$ cat src/rtl/cov_pkg.sv
package cov_pkg;

  localparam int unsigned DEF_EDGES  = 3;
  localparam int unsigned DEF_LANES  = 8;
  localparam int unsigned DEF_STRIPW = 32;
  localparam int unsigned DEF_TILEW  = 8;
  localparam int unsigned DEF_TILEH  = 4;

  // scanline that feeds byte row r of tile k
  function automatic int unsigned src_lane(input int unsigned k, input int unsigned r,
                                           input int unsigned per_row, input int unsigned th);
    return (k / per_row) * th + r;
  endfunction

  // first pixel column that feeds tile k
  function automatic int unsigned src_col(input int unsigned k, input int unsigned per_row,
                                          input int unsigned tw);
    return (k % per_row) * tw;
  endfunction

endpackage

$ cat src/rtl/cov_edge_mask.sv
module cov_edge_mask #(
  parameter int unsigned STRIPW = 32,
  parameter int unsigned OFS_W  = 7
) (
  input  logic signed [OFS_W-1:0] ofs_i,
  input  logic                    en_i,
  input  logic                    right_i,
  output logic [STRIPW-1:0]       mask_o
);

  localparam int unsigned SH_W = $clog2(STRIPW);
  localparam logic signed [OFS_W-1:0] LIMIT = OFS_W'(STRIPW);

  logic [STRIPW-1:0] shifted;

  // all-ones word moved to the crossing, clamped at both strip borders
  always_comb begin
    if (ofs_i <= 0) begin
      shifted = '1;
    end else if (ofs_i >= LIMIT) begin
      shifted = '0;
    end else begin
      shifted = {STRIPW{1'b1}} << ofs_i[SH_W-1:0];
    end
  end

  always_comb begin
    if (!en_i) begin
      mask_o = '1;
    end else if (right_i) begin
      mask_o = ~shifted;
    end else begin
      mask_o = shifted;
    end
  end

endmodule

$ cat src/rtl/cov_lane_and.sv
module cov_lane_and #(
  parameter int unsigned EDGES  = 3,
  parameter int unsigned STRIPW = 32
) (
  input  logic [EDGES*STRIPW-1:0] edge_masks_i,
  output logic [STRIPW-1:0]       lane_mask_o
);

  always_comb begin
    lane_mask_o = '1;
    for (int e = 0; e < EDGES; e++) begin
      lane_mask_o = lane_mask_o & edge_masks_i[e*STRIPW +: STRIPW];
    end
  end

endmodule

$ cat src/rtl/cov_tile_shuffle.sv
module cov_tile_shuffle
  import cov_pkg::*;
#(
  parameter int unsigned LANES  = 8,
  parameter int unsigned STRIPW = 32,
  parameter int unsigned TILEW  = 8,
  parameter int unsigned TILEH  = 4
) (
  input  logic [LANES*STRIPW-1:0] lanes_i,
  output logic [LANES*STRIPW-1:0] tiles_o
);

  localparam int unsigned PER_ROW = STRIPW / TILEW;
  localparam int unsigned TILES   = PER_ROW * (LANES / TILEH);
  localparam int unsigned TBITS   = TILEW * TILEH;

  for (genvar k = 0; k < TILES; k++) begin : g_tile
    for (genvar r = 0; r < TILEH; r++) begin : g_row
      localparam int unsigned SL = src_lane(k, r, PER_ROW, TILEH);
      localparam int unsigned SC = src_col(k, PER_ROW, TILEW);
      assign tiles_o[k*TBITS + r*TILEW +: TILEW] = lanes_i[SL*STRIPW + SC +: TILEW];
    end
  end

endmodule

$ cat src/rtl/cov_strip_mask.sv
module cov_strip_mask
  import cov_pkg::*;
#(
  parameter int unsigned EDGES  = DEF_EDGES,
  parameter int unsigned LANES  = DEF_LANES,
  parameter int unsigned STRIPW = DEF_STRIPW,
  parameter int unsigned TILEW  = DEF_TILEW,
  parameter int unsigned TILEH  = DEF_TILEH,
  parameter int unsigned OFS_W  = $clog2(DEF_STRIPW) + 2
) (
  input  logic                          clk,
  input  logic                          rst_n,
  input  logic                          in_valid,
  input  logic [EDGES-1:0]              edge_en,
  input  logic [EDGES-1:0]              edge_right,
  input  logic [EDGES*LANES*OFS_W-1:0]  edge_ofs,
  output logic                          out_valid,
  output logic [LANES*STRIPW-1:0]       tile_mask
);

  localparam int unsigned ALLBITS = LANES * STRIPW;
  localparam logic signed [OFS_W-1:0] LIMIT = OFS_W'(STRIPW);

  logic [ALLBITS-1:0] lane_all;
  logic [ALLBITS-1:0] tiles_c;
  logic [ALLBITS-1:0] tile_d, tile_q;
  logic               vld_d, vld_q;
  logic signed [OFS_W-1:0] ofs_a [EDGES][LANES];

  for (genvar l = 0; l < LANES; l++) begin : g_lane
    logic [EDGES*STRIPW-1:0] em;
    for (genvar e = 0; e < EDGES; e++) begin : g_edge
      assign ofs_a[e][l] = edge_ofs[(e*LANES + l)*OFS_W +: OFS_W];
      cov_edge_mask #(.STRIPW(STRIPW), .OFS_W(OFS_W)) u_edge (
        .ofs_i   (ofs_a[e][l]),
        .en_i    (edge_en[e]),
        .right_i (edge_right[e]),
        .mask_o  (em[e*STRIPW +: STRIPW])
      );

      AST_LEFT_PAST_END: assert property (@(posedge clk) disable iff (!rst_n)
        (in_valid && edge_en[e] && !edge_right[e] && (ofs_a[e][l] >= LIMIT))
          |-> (lane_all[l*STRIPW +: STRIPW] == '0));
      AST_RIGHT_BEFORE_START: assert property (@(posedge clk) disable iff (!rst_n)
        (in_valid && edge_en[e] && edge_right[e] && (ofs_a[e][l] <= 0))
          |-> (lane_all[l*STRIPW +: STRIPW] == '0));
    end
    cov_lane_and #(.EDGES(EDGES), .STRIPW(STRIPW)) u_and (
      .edge_masks_i (em),
      .lane_mask_o  (lane_all[l*STRIPW +: STRIPW])
    );
  end

  cov_tile_shuffle #(.LANES(LANES), .STRIPW(STRIPW), .TILEW(TILEW), .TILEH(TILEH)) u_shuf (
    .lanes_i (lane_all),
    .tiles_o (tiles_c)
  );

  // next state: capture on strobe, otherwise hold
  always_comb begin
    vld_d  = in_valid;
    tile_d = in_valid ? tiles_c : tile_q;
  end

  always_ff @(posedge clk or negedge rst_n) begin
    if (!rst_n) begin
      vld_q  <= 1'b0;
      tile_q <= '0;
    end else begin
      vld_q  <= vld_d;
      tile_q <= tile_d;
    end
  end

  assign out_valid = vld_q;
  assign tile_mask = tile_q;

  AST_VALID_FOLLOWS: assert property (@(posedge clk) disable iff (!rst_n)
    in_valid |=> out_valid);
  AST_IDLE_HOLDS: assert property (@(posedge clk) disable iff (!rst_n)
    !in_valid |=> (!out_valid && $stable(tile_mask)));
  AST_NO_EDGE_FULL: assert property (@(posedge clk) disable iff (!rst_n)
    (in_valid && (edge_en == '0)) |=> (&tile_mask));
  AST_SHUFFLE_KEEPS_BITS: assert property (@(posedge clk) disable iff (!rst_n)
    in_valid |=> ($countones(tile_mask) == $past($countones(lane_all))));

endmodule

$ cat config.mk
export PLATFORM = sky130hd
export DESIGN_NAME = cov_strip_mask
export DESIGN_NICKNAME = d
export VERILOG_FILES = /design/src/rtl/cov_pkg.sv /design/src/rtl/cov_edge_mask.sv /design/src/rtl/cov_lane_and.sv /design/src/rtl/cov_tile_shuffle.sv /design/src/rtl/cov_strip_mask.sv
export SDC_FILE = /design/constraint.sdc
export NUM_CORES = 2
export LEC_CHECK = 0
export CORE_MARGIN = 2
export CORE_UTILIZATION = 40
export DETAILED_ROUTE_END_ITERATION = 7
export PLACE_DENSITY_LB_ADDON = 0.05
export SLEW_MARGIN = 20
export SYNTH_ARGS = -nofsm -noshare
export SYNTH_HDL_FRONTEND = slang
export SYNTH_SLANG_ARGS = --single-unit
$ cat constraint.sdc
create_clock -name clk -period 1.7 [get_ports clk]
set_input_delay 0.425 -clock clk [delete_from_list [all_inputs] [get_ports clk]]
set_output_delay 0.425 -clock clk [all_outputs]
set_load 0.01 [all_outputs]
==> out/results.tsv <==
metric	value	unit
insertion_delay	0.56	ns
rsz0062_at_grt	true	
final_net_count	5319	
firstDrtPassIters	7	
antenna_found_initial	10	
synth_edf_count	0	
fillers	6570	
power	29500	µW
cts.clk_slew.worst_paths	0.07	ns
status	finished with violations	
syn_avg_cell_area	7.56	µm²
grt_overflow	0	
crit_fanout	6	
finalNonFillerCells	6132	
final_antenna_net_count	0	
synthToLayoutAreaGrowth	60.6	%
hold_ws	0.377	ns
routedWlPerCell	24.4	µm
drive_gt1_share	36.9	%
clock-sinks	257	
via_count	37529	
hpwlAfterDp	113000	µm
worstSetupStartpointType	input pin	
min_path_type	input pin to flop	
drc	0	
ios	434	
grtUsageTotal	37.4	%
period_share	101	%
grt_pass1_vias	35267	
maxCapViolCount	0	
p_leak	0.0208	µW
path_class	input pin to flop	
fin_skew	0	ns
ys_seq_area_share	21.8	%
critPathRequiredTime	2.17	ns
slew_viol_final	0	
viasPerCell	6.12	
drt_first_iter_violations	4451	
coreArea	0.0730	mm²
timing.final.ws_setup	-0.0119	ns
vdd_drop_max	760	µV
synthTopCellsByArea	dfrtp_1 22%, xnor2_1 8.4%, mux2i_1 8.0%	
fp.dieArea	0.0759	mm²
setup_viol	1	
power.density	623	mW/mm²
numCtsBuffers	36	
grt_pass1_wl	218000	µm
clock_path_buffers	3	
finalHoldViolCount	0	
synth_commonest_cells	465 x a21oi_1, 281 x xnor2_1, 273 x nor2_1	
finalSetupTns	-0.0119	ns
grt_max_degree	38	
placed_cells	5956	
synth.distinct_cells	84	
synth_fp_nets	4078	
fp.dieH	275	µm
violations	negative setup slack	
place.gp.congestion	0.989	
slew_headroom	62.4	%
crit_arrival	2.18	ns
async_flop_share	100	%
syn_area	0.0295	mm²
max_freq	584	MHz
synthFlopType	dfrtp_1	
port_buffers	433	
synth.most_common_cell	a21oi_1	
synth_top_area_share	21.8	%
worstMarginPinSlew	0.564	ns
wirelength	150000	µm
initial_core_util	40.4	%
ys_warn_count	0	
cts_max_level	2	
syn_inst	3901	
tritoncts	built	
yosysTopAreaCell	dfrtp_1	
fp.dieW	275	µm
rows	99	
synth_seq_cells	257	
fin_crit	1.71	ns
crit_path_end_kind	flop	
cts-root-buf	clkbuf_16	
## layout by cell type, fill, tap and decap left out, types with 26 or more instances in the layout
| cell | instances |
|---|---|
| buf_4 | 1101 |
| a21oi_1 | 399 |
| xnor2_1 | 264 |
| dfrtp_1 | 252 |
| nor2_1 | 238 |
| mux2i_1 | 221 |
| dlygate4sd2_1 | 196 |
| nand2_1 | 191 |
| o21ai_0 | 190 |
| clkdlybuf4s15_1 | 114 |
| buf_12 | 93 |
| o31ai_1 | 92 |
| buf_6 | 86 |
| inv_1 | 71 |
| a31oi_1 | 64 |
| nand3_1 | 62 |
| a21oi_2 | 62 |
| nor3_1 | 58 |
| a21o_1 | 57 |
| dlymetal6s2s_1 | 55 |
| a211oi_1 | 52 |
| a222oi_1 | 43 |
| mux2_2 | 43 |
| or3_1 | 42 |
| o211ai_1 | 41 |
| nor2b_1 | 40 |
| clkbuf_16 | 39 |
| o21a_1 | 38 |
| o21ai_1 | 35 |
| o41ai_1 | 32 |
| o41ai_2 | 31 |
| o2bb2ai_1 | 28 |
| buf_2 | 28 |
| a32o_1 | 26 |
| nor2_2 | 26 |
## flip-flops by register name, summed over array words and instances (netlist names)
name / count
tile_mask: 256
out_valid: 1
## logic make-up (layout without fill, tap and decap cells)
logic type	after synthesis	after routing	share of synthesized area (%)
buffers and inverters	603	1867	8.74
AO/OA/AOI/OAI	1584	1586	36.5
multiplexers	292	292	10.2
AND/OR/NAND/NOR	884	884	14.4
XOR/XNOR	281	281	8.35
flip-flops	257	257	21.8
other	0	6	0
## timing repair
| action | CTS | global route |
|---|---|---|
| hold endpoints to repair | 20 | 0 |
| cloned | 5 | 11 |
| pin swaps | 73 | 95 |
| hold buffers | 1 | 0 |
| gates resized for setup | 787 | 363 |
| setup endpoints to repair | 478 | 258 |
| buffers inserted | 45 | 49 |
## path summary, 6_finish.rpt
check	startpoint	to	slack, ns	cells after the start
setup / recovery	edge_ofs[50]	tile_mask[216]$_DFFE_PN0P_	-0.01	7
setup reg to reg	tile_mask[194]$_DFFE_PN0P_	tile_mask[194]$_DFFE_PN0P_	0.58	3
min in group asynchronous	rst_n	tile_mask[224]$_DFFE_PN0P_	0.41	2
max in group asynchronous	rst_n	tile_mask[217]$_DFFE_PN0P_	0.56	4
hold reg to reg	tile_mask[209]$_DFFE_PN0P_	tile_mask[209]$_DFFE_PN0P_	0.47	1
hold / removal	in_valid	tile_mask[228]$_DFFE_PN0P_	0.38	3
## cell type report
class	count	area (µm²)	share of cell area (%)
Clock buffer	43	968	2.05
Tap cell	959	1200	2.53
Timing Repair Buffer	1723	15300	32.4
Multi-Input combinational cell	3043	22900	48.3
Antenna cell	6	15.0	0.0317
Inverter	81	323	0.682
Sequential cell	257	6440	13.6
Clock inverter	20	205	0.433
## through the flow
| stage | area (µm²) | worst slack, ns | utilization [%] |
|---|---|---|---|
| after floorplan | 30000 | -0.174 | - |
| after global placement | 43200 | -1.00 | 59.2 |
| after detailed placement | 43200 | -0.964 | 59.2 |
| after CTS | 45600 | -0.0677 | 62.4 |
| after global routing | 47300 | -0.0846 | 64.9 |
| final | 47300 | -0.0119 | 64.9 |
## worst max-delay path, stage by stage
cell and delay (ns):
clkdlybuf4s50_1 0.45, buf_2 0.19, o41ai_2 0.37, a21oi_1 0.15, xnor2_1 0.22, a21oi_1 0.12, a31o_2 0.25
## metal layers
| metal | up-vias | track usage [%] | part of all wire [%] |
|---|---|---|---|
| li1 | 17208 | - | - |
| met1 | 18072 | 51.8 | 43 |
| met2 | 1937 | 58.1 | 45 |
| met3 | 306 | 6.15 | 9.0 |
| met4 | 6 | 14.1 | 3.8 |
| met5 | - | 0 | 0.031 |
## power by group
part	switching (µW)	total (µW)	internal, µW
combinational	7210	13800	6570
clock	3390	7940	4550
sequential	749	7790	7040
total	11300	29500	18200
Note: power is estimated with default switching activity, not from simulation.
